==> src/rtl/pipe_init_ctrl.sv <==
module pipe_init_ctrl #(
  parameter int STAGES = 4,
  parameter int COLS   = 8,
  parameter int LAT_W  = 8,
  parameter int CNT_W  = 16
) (
  input  logic                    clk,
  input  logic                    rst,
  input  logic                    cfg_load,
  input  logic [STAGES*COLS-1:0]  cfg_table,
  input  logic                    req,
  output logic                    grant,
  output logic                    busy,
  output logic [LAT_W-1:0]        latency,
  output logic [CNT_W-1:0]        grant_count
);
  localparam int MAXLAT = COLS - 1;
  localparam logic [LAT_W-1:0] LAT_SAT = {LAT_W{1'b1}};
  localparam logic [LAT_W-1:0] LAT_ONE = LAT_W'(1);

  logic [MAXLAT-1:0] cv_new, cvec, sched;
  logic [LAT_W-1:0]  since;

  always_comb begin
    cv_new = '0;
    for (int s = 0; s < STAGES; s++)
      for (int a = 0; a < COLS; a++)
        for (int b = a + 1; b < COLS; b++)
          if (cfg_table[s*COLS + a] && cfg_table[s*COLS + b])
            cv_new[b-a-1] = 1'b1;
  end

  assign grant = req & ~cfg_load & ~sched[0];
  assign busy  = req & ~grant;

  always_ff @(posedge clk) begin
    if (rst) begin
      cvec        <= '0;
      sched       <= '0;
      since       <= LAT_SAT;
      latency     <= '0;
      grant_count <= '0;
    end else begin
      if (cfg_load) begin
        cvec  <= cv_new;
        sched <= '0;
      end else begin
        sched <= (sched >> 1) | (grant ? cvec : '0);
      end
      if (grant) begin
        since       <= LAT_ONE;
        latency     <= since;
        grant_count <= grant_count + 1'b1;
      end else if (since != LAT_SAT) begin
        since <= since + 1'b1;
      end
    end
  end
endmodule


==> config.mk <==
export PLATFORM = sky130hd
export DESIGN_NAME = pipe_init_ctrl
export DESIGN_NICKNAME = d
export VERILOG_FILES = /design/src/rtl/pipe_init_ctrl.sv
export SDC_FILE = /design/constraint.sdc
export NUM_CORES = 1
export LEC_CHECK = 0
export BUFFER_PORTS_ARGS = -buffer_cell sky130_fd_sc_hd__buf_2
export CORE_MARGIN = 5
export CORE_UTILIZATION = 52
export CTS_CLUSTER_SIZE = 25
export DETAILED_ROUTE_END_ITERATION = 16
export MAX_ROUTING_LAYER = met4
export PLACE_DENSITY = 0.79
export SLEW_MARGIN = 20
export SYNTH_ARGS = -nofsm -noshare
export SYNTH_HDL_FRONTEND = slang
export SYNTH_SLANG_ARGS = --single-unit
==> constraint.sdc <==
create_clock -name clk -period 2.5 [get_ports clk]
set_input_delay 0.5 -clock clk [delete_from_list [all_inputs] [get_ports clk]]
set_output_delay 0.5 -clock clk [all_outputs]
set_load 0.005 [all_outputs]
==> results of run 1 <==
worst min-delay path by stage:
stage                          start  slack, ns  cells past startpoint    endpoint
final                     latency[1]       0.45                      2  latency[1]
after global routing      latency[5]       0.48                      2  latency[5]
after CTS                 latency[1]       0.46                      2  latency[1]
after detailed placement  latency[5]       0.44                      2  latency[5]
after global placement    latency[1]       0.44                      2  latency[1]
after floorplan           latency[0]       0.45                      2  latency[0]
metal layers:
| layer | global-route usage | vias to the layer above |
|---|---|---|
| met5 | - | - |
| met4 | 0.122 | 0 |
| met3 | 0.0473 | 22 |
| met2 | 0.392 | 158 |
| met1 | 0.283 | 1173 |
| li1 | - | 1201 |
cell usage after synthesis, drive strengths merged (2+ instances only):
| master | instances |
|---|---|
| o21bai | 2 |
| a21oi | 21 |
| clkbuf | 9 |
| a31oi | 3 |
| inv | 2 |
| nand3 | 13 |
| ha | 2 |
| a311oi | 3 |
| xor2 | 8 |
| a22oi | 14 |
| or3 | 6 |
| xnor2 | 4 |
| nand2 | 32 |
| a21o | 5 |
| nand4 | 14 |
| a222oi | 6 |
| buf | 2 |
| nor2b | 2 |
| nor3 | 13 |
| o21ai | 35 |
| and3 | 8 |
| dfxtp | 46 |
| nor2 | 22 |
metrics by stage:
stage	hold WS (ns)	util	total power, uW
after floorplan	0.453	-	1080
after CTS	0.456	0.636	1660
after global routing	0.480	0.636	1750
after detailed placement	0.445	0.615	1220
final	0.452	0.636	1650
after global placement	0.439	0.615	1210
logic make-up (layout without fill, tap and decap cells):
family,count (synthesis),in the layout
compound gates,94,94
xor+xnor,12,12
fa+ha+maj,2,2
buf+inv,13,75
flops,46,46
mux,1,1
simple gates,118,118
flip-flops by register name, summed over array words and instances (netlist names):
register     cells
latency          8
cvec             7
sched            7
grant_count     16
since            8
power by group through the flow:
stage               clock, uW  combinational, uW  sequential (uW)
CTS                       459                360              842
global route              494                407              852
finish                    444                362              843
floorplan                   0                228              848
detailed placement          0                359              859
global placement            0                352              858
area by class of cell:
class | instances | area, um^2 | area share
Clock buffer | 5 | 68.8 | 0.0250
Clock inverter | 3 | 21.3 | 0.00773
Inverter | 2 | 7.51 | 0.00273
Multi-Input combinational cell | 227 | 1330 | 0.484
Sequential cell | 46 | 921 | 0.335
Tap cell | 52 | 65.1 | 0.0236
Timing Repair Buffer | 65 | 335 | 0.122
critical path: stages:
cell and delay (ns):
buf_2 0.13, nor2b_1 0.13, buf_4 0.16, nand2b_1 0.10, inv_2 0.06, nor2b_1 0.11
buf_2 0.12
==> flow_metrics.tcl, run 1 <==
set metrics [dict create \
    post_synth_and_or_nand_nor_area_fraction 0.263 \
    pre_cts_ws_ns 0.514 \
    die-area_um2 5860 \
    route.detailed.wl_per_inst_um 17.0 \
    timing.critical_path.from "req" \
    final_hold_viol_count 0 \
    p_comb_frac 0.220 \
    fmax_mhz 549 \
    yosys_warnings 0 \
    clock-skew-final_ns 0.0118 \
    areaGrowthSynthToFinish_pct 19.4 \
    clock_power_share 0.269 \
    ys_ff_latch 46 \
    sequentialPowerShare 0.511 \
    synth_compound_area_frac 0.254 \
    synthesis.nets 324 \
    route.final.wire_length_um 6820 \
    timing.critical_path.to "busy" \
    detailedRoute.firstPassIterationCount 7 \
    final_critical_path_setup_slack_ns 0.678 \
    initial_core_util 0.533 \
    mostFrequentLayoutCells "buf_2, dfxtp_1, o21ai_0, nand2_1, nor2_1" \
    fp.dieW_um 76.6 \
    worst-endpoint-required_ns 2.00 \
    run_status "completed" \
    cts_hold_buffers 0 \
    setup_viol 0 \
    clock-root-buffer "clkbuf_8" \
    post_dp_cell_area_um2 2660 \
    worstSetupPathType "input port to primary output" \
    cts_post_setup_buffers_inserted 0 \
    place_inst 392 \
    fraction_of_synthesized_cell_area_in_xor_and_xnor_cells 0.0456 \
    cts_tree "done" \
    numCtsBuffers 5 \
    finalSetupTns_ns 0 \
    coreArea_um2 4320 \
    highest-signal-layer "met4" \
    power_density_nw_per_um2 599 \
    p_int_uw 1140 \
    startpoint_type "input port" \
    cts-root-to-sink-buffers 2 \
    layout_nets 385 \
    grt_first_pass_wirelength_um 11600 \
    ios 62 \
    synth.distinct_cells 39 \
    track_usage 0.242 \
    post-route-drc-count 0 \
    timing.max_cap.violations 0 \
    switching_share 0.308 \
    final_cells 400 \
    final_layout_size_suffix_gt1_frac 0.221 \
    postSynthAreaPerCell_um2 8.05 \
    largest_net_degree_at_the_start_of_global_routing 47 \
    nFillCells 413 \
    netlist.area_leader.share 0.400 \
    globalplace.congestion 1.02 \
    proportion_of_register_bits_with_asynchronous_set_or_reset_after_synthesis 0 \
    std_cell_rows 24 \
    rsz_0062_raised_after_global_routing "false" \
    min_period_ns 1.82 \
    post_synthesis_mux_area_share 0.00435 \
    worst_pin_slew_ns 0.777 \
    floorplan.die.height_um 76.6 \
    cts.sinks 46 \
    timing.rr.start "since[1]" \
    postCtsResizedCells 0 \
    diodes 0 \
    crit-reg2reg-capture "since[0]" \
    dp_hpwl_um 5000 \
    postSynth.topFlopCell "dfxtp_1" \
    synth_top_area_cell "dfxtp_1" \
    switching_power_total_uw 507 \
    synth-edff-count 0 \
    slew_headroom 0.482 \
    end_kind "primary output" \
    insertion_delay_ns 0.29 \
    timing.reg2reg.setup_slack_ns 0.69 \
    ant_nets 0 \
    synthAdderAreaFrac 0.0109 \
    synth_area_um2 2300 \
    synth.area.top_cells "dfxtp_1, o21ai_0, nand2_1, a21oi_1, a22oi_1" \
    design_area_um2 2750 \
    grt_pass1_vias 2485 \
    route.met3.wl_um 612 \
    met2_wirelength_um 3240 \
    data_arrival_time_of_the_critical_path_ns 1.32 \
    hold_path_class "register to register" \
    layout.cells.most_common "buf_2" \
    vdd_drop_max_uv 251 \
    wire_length_on_met1_um 2750 \
    worstRegToRegCells 5 \
    critPathMaxFanout 7 \
    leakage_uw 0.00114 \
    post_drt_via_cell_ratio 6.39 \
    synth_sequential_area_ratio 0.400 \
    netlist_instances 286 \
    main_combinational_cell_family_by_area_after_synthesis "simple AND/OR/NAND/NOR gates" \
    routed-via-count 2554 \
    first_iter_violations 205 \
    antenna_violations_before_repair 0 \
    gr-total-overflow 0 \
    final_max_slew_viol_count 0 \
    cts.clk_slew.worst_paths_ns 0.08 \
    final_min_period_over_clock_period 0.729 \
    port-buffer-count 61 \
    htree_num_levels 2 \
]
(Power assumes the default switching activity.)
==> inputs of run 2 (changes only) <==
--- a/config.mk
+++ b/config.mk
@@ -5,9 +5,10 @@
 export SDC_FILE = /design/constraint.sdc
 export NUM_CORES = 1
 export LEC_CHECK = 0
+export ABC_AREA = 1
 export BUFFER_PORTS_ARGS = -buffer_cell sky130_fd_sc_hd__buf_2
 export CORE_MARGIN = 5
-export CORE_UTILIZATION = 52
+export CORE_UTILIZATION = 53
 export CTS_CLUSTER_SIZE = 25
 export DETAILED_ROUTE_END_ITERATION = 16
 export MAX_ROUTING_LAYER = met4
==> constraint.sdc (replaced) <==
create_clock -name clk -period 1.7 [get_ports clk]
set_input_delay 0.34 -clock clk [delete_from_list [all_inputs] [get_ports clk]]
set_output_delay 0.34 -clock clk [all_outputs]
set_load 0.005 [all_outputs]
==> flow_metrics.tcl, run 2 <==
set metrics [dict create \
    critPathMaxFanout 8 \
    first_iter_violations 179 \
    timing.critical_path.max_delay_family "simple AND/OR/NAND/NOR gates" \
    postSynthAreaPerCell_um2 6.31 \
    worst_pin_slew_ns 0.355 \
    cts.clk_slew.worst_paths_ns 0.08 \
    cts_post_setup_buffers_inserted 0 \
    synth_sequential_area_ratio 0.360 \
    grt_first_pass_wirelength_um 11000 \
    postCtsResizedCells 0 \
    cts.sinks 46 \
    cts_tree "done" \
    registers.top_by_ff_count "grant_count" \
    end_kind "primary output" \
    synth.area.top_cells "dfxtp_1, nand2_1, nor2_1, o21ai_0, inv_1" \
    synth-edff-count 0 \
    worst_path_max_delay_cell "dfxtp_1" \
    postSynth.topFlopCell "dfxtp_1" \
    timing.max_cap.violations 0 \
    gr-total-overflow 0 \
    layout_nets 510 \
    leakage_uw 0.00152 \
    cp_num_buf_inv 2 \
    synth_top_area_cell "dfxtp_1" \
    synth.distinct_cells 30 \
    yosys_warnings 0 \
    data_arrival_time_of_the_critical_path_ns 1.18 \
    coreArea_um2 4690 \
    cts_hold_buffers 0 \
    sequentialPowerShare 0.468 \
    global_routing_met3_resource_utilization 0.0316 \
    ios 62 \
    final_critical_path_setup_slack_ns 0.180 \
    hold_path_class "input port to register" \
    synth_common_cells "nand2_1, nor2_1, dfxtp_1" \
    port-buffer-count 61 \
    dominant_cell_by_count_in_the_synthesized_netlist "nand2_1" \
    final_min_period_over_clock_period 0.894 \
    p_int_uw 1820 \
    layout.cells.most_common "nand2_1" \
    busiest_layer "met2" \
    whs_ns 0.393 \
    largest_register_ffs 16 \
    final_max_slew_viol_count 0 \
    detailedRoute.firstPassIterationCount 4 \
    cp_cell_sequence "inv_1 -> nand2_1 -> nor2_4 -> nor2_1 -> buf_2" \
    slew_headroom 0.761 \
    layout_top_registers "grant_count (16), latency (8), since (8)" \
    synth_area_um2 2560 \
    areaGrowthSynthToFinish_pct 19.1 \
    numCtsBuffers 5 \
    proportion_of_register_bits_with_asynchronous_set_or_reset_after_synthesis 0 \
    post_dp_cell_area_um2 2930 \
    fp.dieW_um 79.5 \
    diodes 0 \
    final_layout_size_suffix_gt1_frac 0.184 \
    grt_pass1_vias 2514 \
    global_route.usage.met1 0.267 \
    rsz_0062_raised_after_global_routing "false" \
    post_drt_via_cell_ratio 5.24 \
    initial_core_util 0.546 \
    route.detailed.wl_per_inst_um 12.7 \
    die-area_um2 6320 \
    ys_ff_latch 46 \
    post-route-drc-count 0 \
    cts-root-to-sink-buffers 2 \
    netlist.area_leader.share 0.360 \
    p_comb_frac 0.221 \
    startpoint_type "register" \
    fmax_mhz 658 \
    design_area_um2 3050 \
    fin_util 0.650 \
    min_period_ns 1.52 \
    htree_num_levels 2 \
    vdd_drop_max_uv 523 \
    finalSetupTns_ns 0 \
    route.final.wire_length_um 6670 \
    run_status "completed" \
    dp_hpwl_um 5220 \
    worst-endpoint-required_ns 1.36 \
    largest_net_degree_at_the_start_of_global_routing 17 \
    critPathMaxStageDelay_ns 0.31 \
    final_hold_viol_count 0 \
    floorplan.die.height_um 79.5 \
    netlist_instances 406 \
    grt_use_met2 0.384 \
    globalplace.congestion 0.940 \
    clock-root-buffer "clkbuf_8" \
    power_density_nw_per_um2 858 \
    insertion_delay_ns 0.30 \
    clock_power_share 0.311 \
    worstSetupPathType "register to primary output" \
    synthesis.nets 444 \
    clock-skew-final_ns 0.00560 \
    pre_cts_ws_ns 0.262 \
    routed-via-count 2760 \
    switching_power_total_uw 793 \
    ant_nets 0 \
    antenna_violations_before_repair 0 \
    switching_share 0.303 \
    track_usage 0.222 \
    setup_viol 0 \
    std_cell_rows 25 \
    mostFrequentLayoutCells "nand2_1, nor2_1, buf_2, dfxtp_1, inv_1" \
]
## run 2: changes by cell type in the layout (fill, tap and decap cells not counted), moves of 4 or more
cell,change
a21o_1,-5
a21oi_1,+11
a222oi_1,-6
a22oi_1,-14
and3_1,-7
inv_1,+42
nand2_1,+86
nor2_1,+46
nor2_4,+5
nor3_1,-10
or3_1,-6
xnor2_1,-4
xor2_1,-5
## run 2: layout make-up
type | instances | area (um^2)
multi-input cells | 307 | 1430
clock buffers | 6 | 72.6
fillers | 457 | 1640
clock inverters | 2 | 37.5
well taps | 54 | 67.6
repair buffers | 66 | 343
flip-flops and latches | 46 | 921
inverters | 46 | 178
## run 2: stage by stage
step | instances | power [uW]
floorplan | 406 | 1610
global placement | 519 | 1810
detailed placement | 519 | 1820
CTS | 527 | 2620
global route | 527 | 2760
finish | 527 | 2620
## run 2: cells by family (layout without fill, tap and decap cells)
| logic type | count (synthesis) | count (layout) | synth area share |
|---|---|---|---|
| AOI/OAI and AO/OA | 75 | 75 | 0.157 |
| xor gates and xnor gates | 3 | 3 | 0.0103 |
| adders and majority gates | 2 | 2 | 0.00977 |
| buffers and inverters | 53 | 120 | 0.0840 |
| DFF | 46 | 46 | 0.360 |
| and+or+nand+nor | 227 | 227 | 0.380 |
## run 2: worst paths after layout
check           start             end  slack (ns)  cells after the start
max reg2reg  since[1]        since[6]        0.23                      9
min               rst  grant_count[0]        0.39                      2
max          sched[0]            busy        0.18                      5
min reg2reg  sched[4]        sched[3]        0.45                      2
## run 2: worst register-to-register path, stage by stage (launching register included)
cell and delay (ns):
dfxtp_1 0.40, ha_1 0.20, nand2_1 0.08, inv_1 0.08, nand2_1 0.09, nor2_1 0.13
nand2_1 0.11, inv_1 0.12, nand2_1 0.10, o211ai_1 0.09
## run 2: power groups by stage
stage               clock (uW)  sequential (uW)  combinational [uW]
floorplan                    0             1240                 374
global placement             0             1240                 568
detailed placement           0             1250                 572
CTS                        825             1220                 575
global route               867             1240                 659
finish                     813             1220                 579
## run 2: metal layers
metal / vias to the layer above / part of all wire
li1: 1442 / -
met1: 1233 / 0.44
met2: 75 / 0.49
met3: 10 / 0.046
met4: 0 / 0.017
met5: - / 0
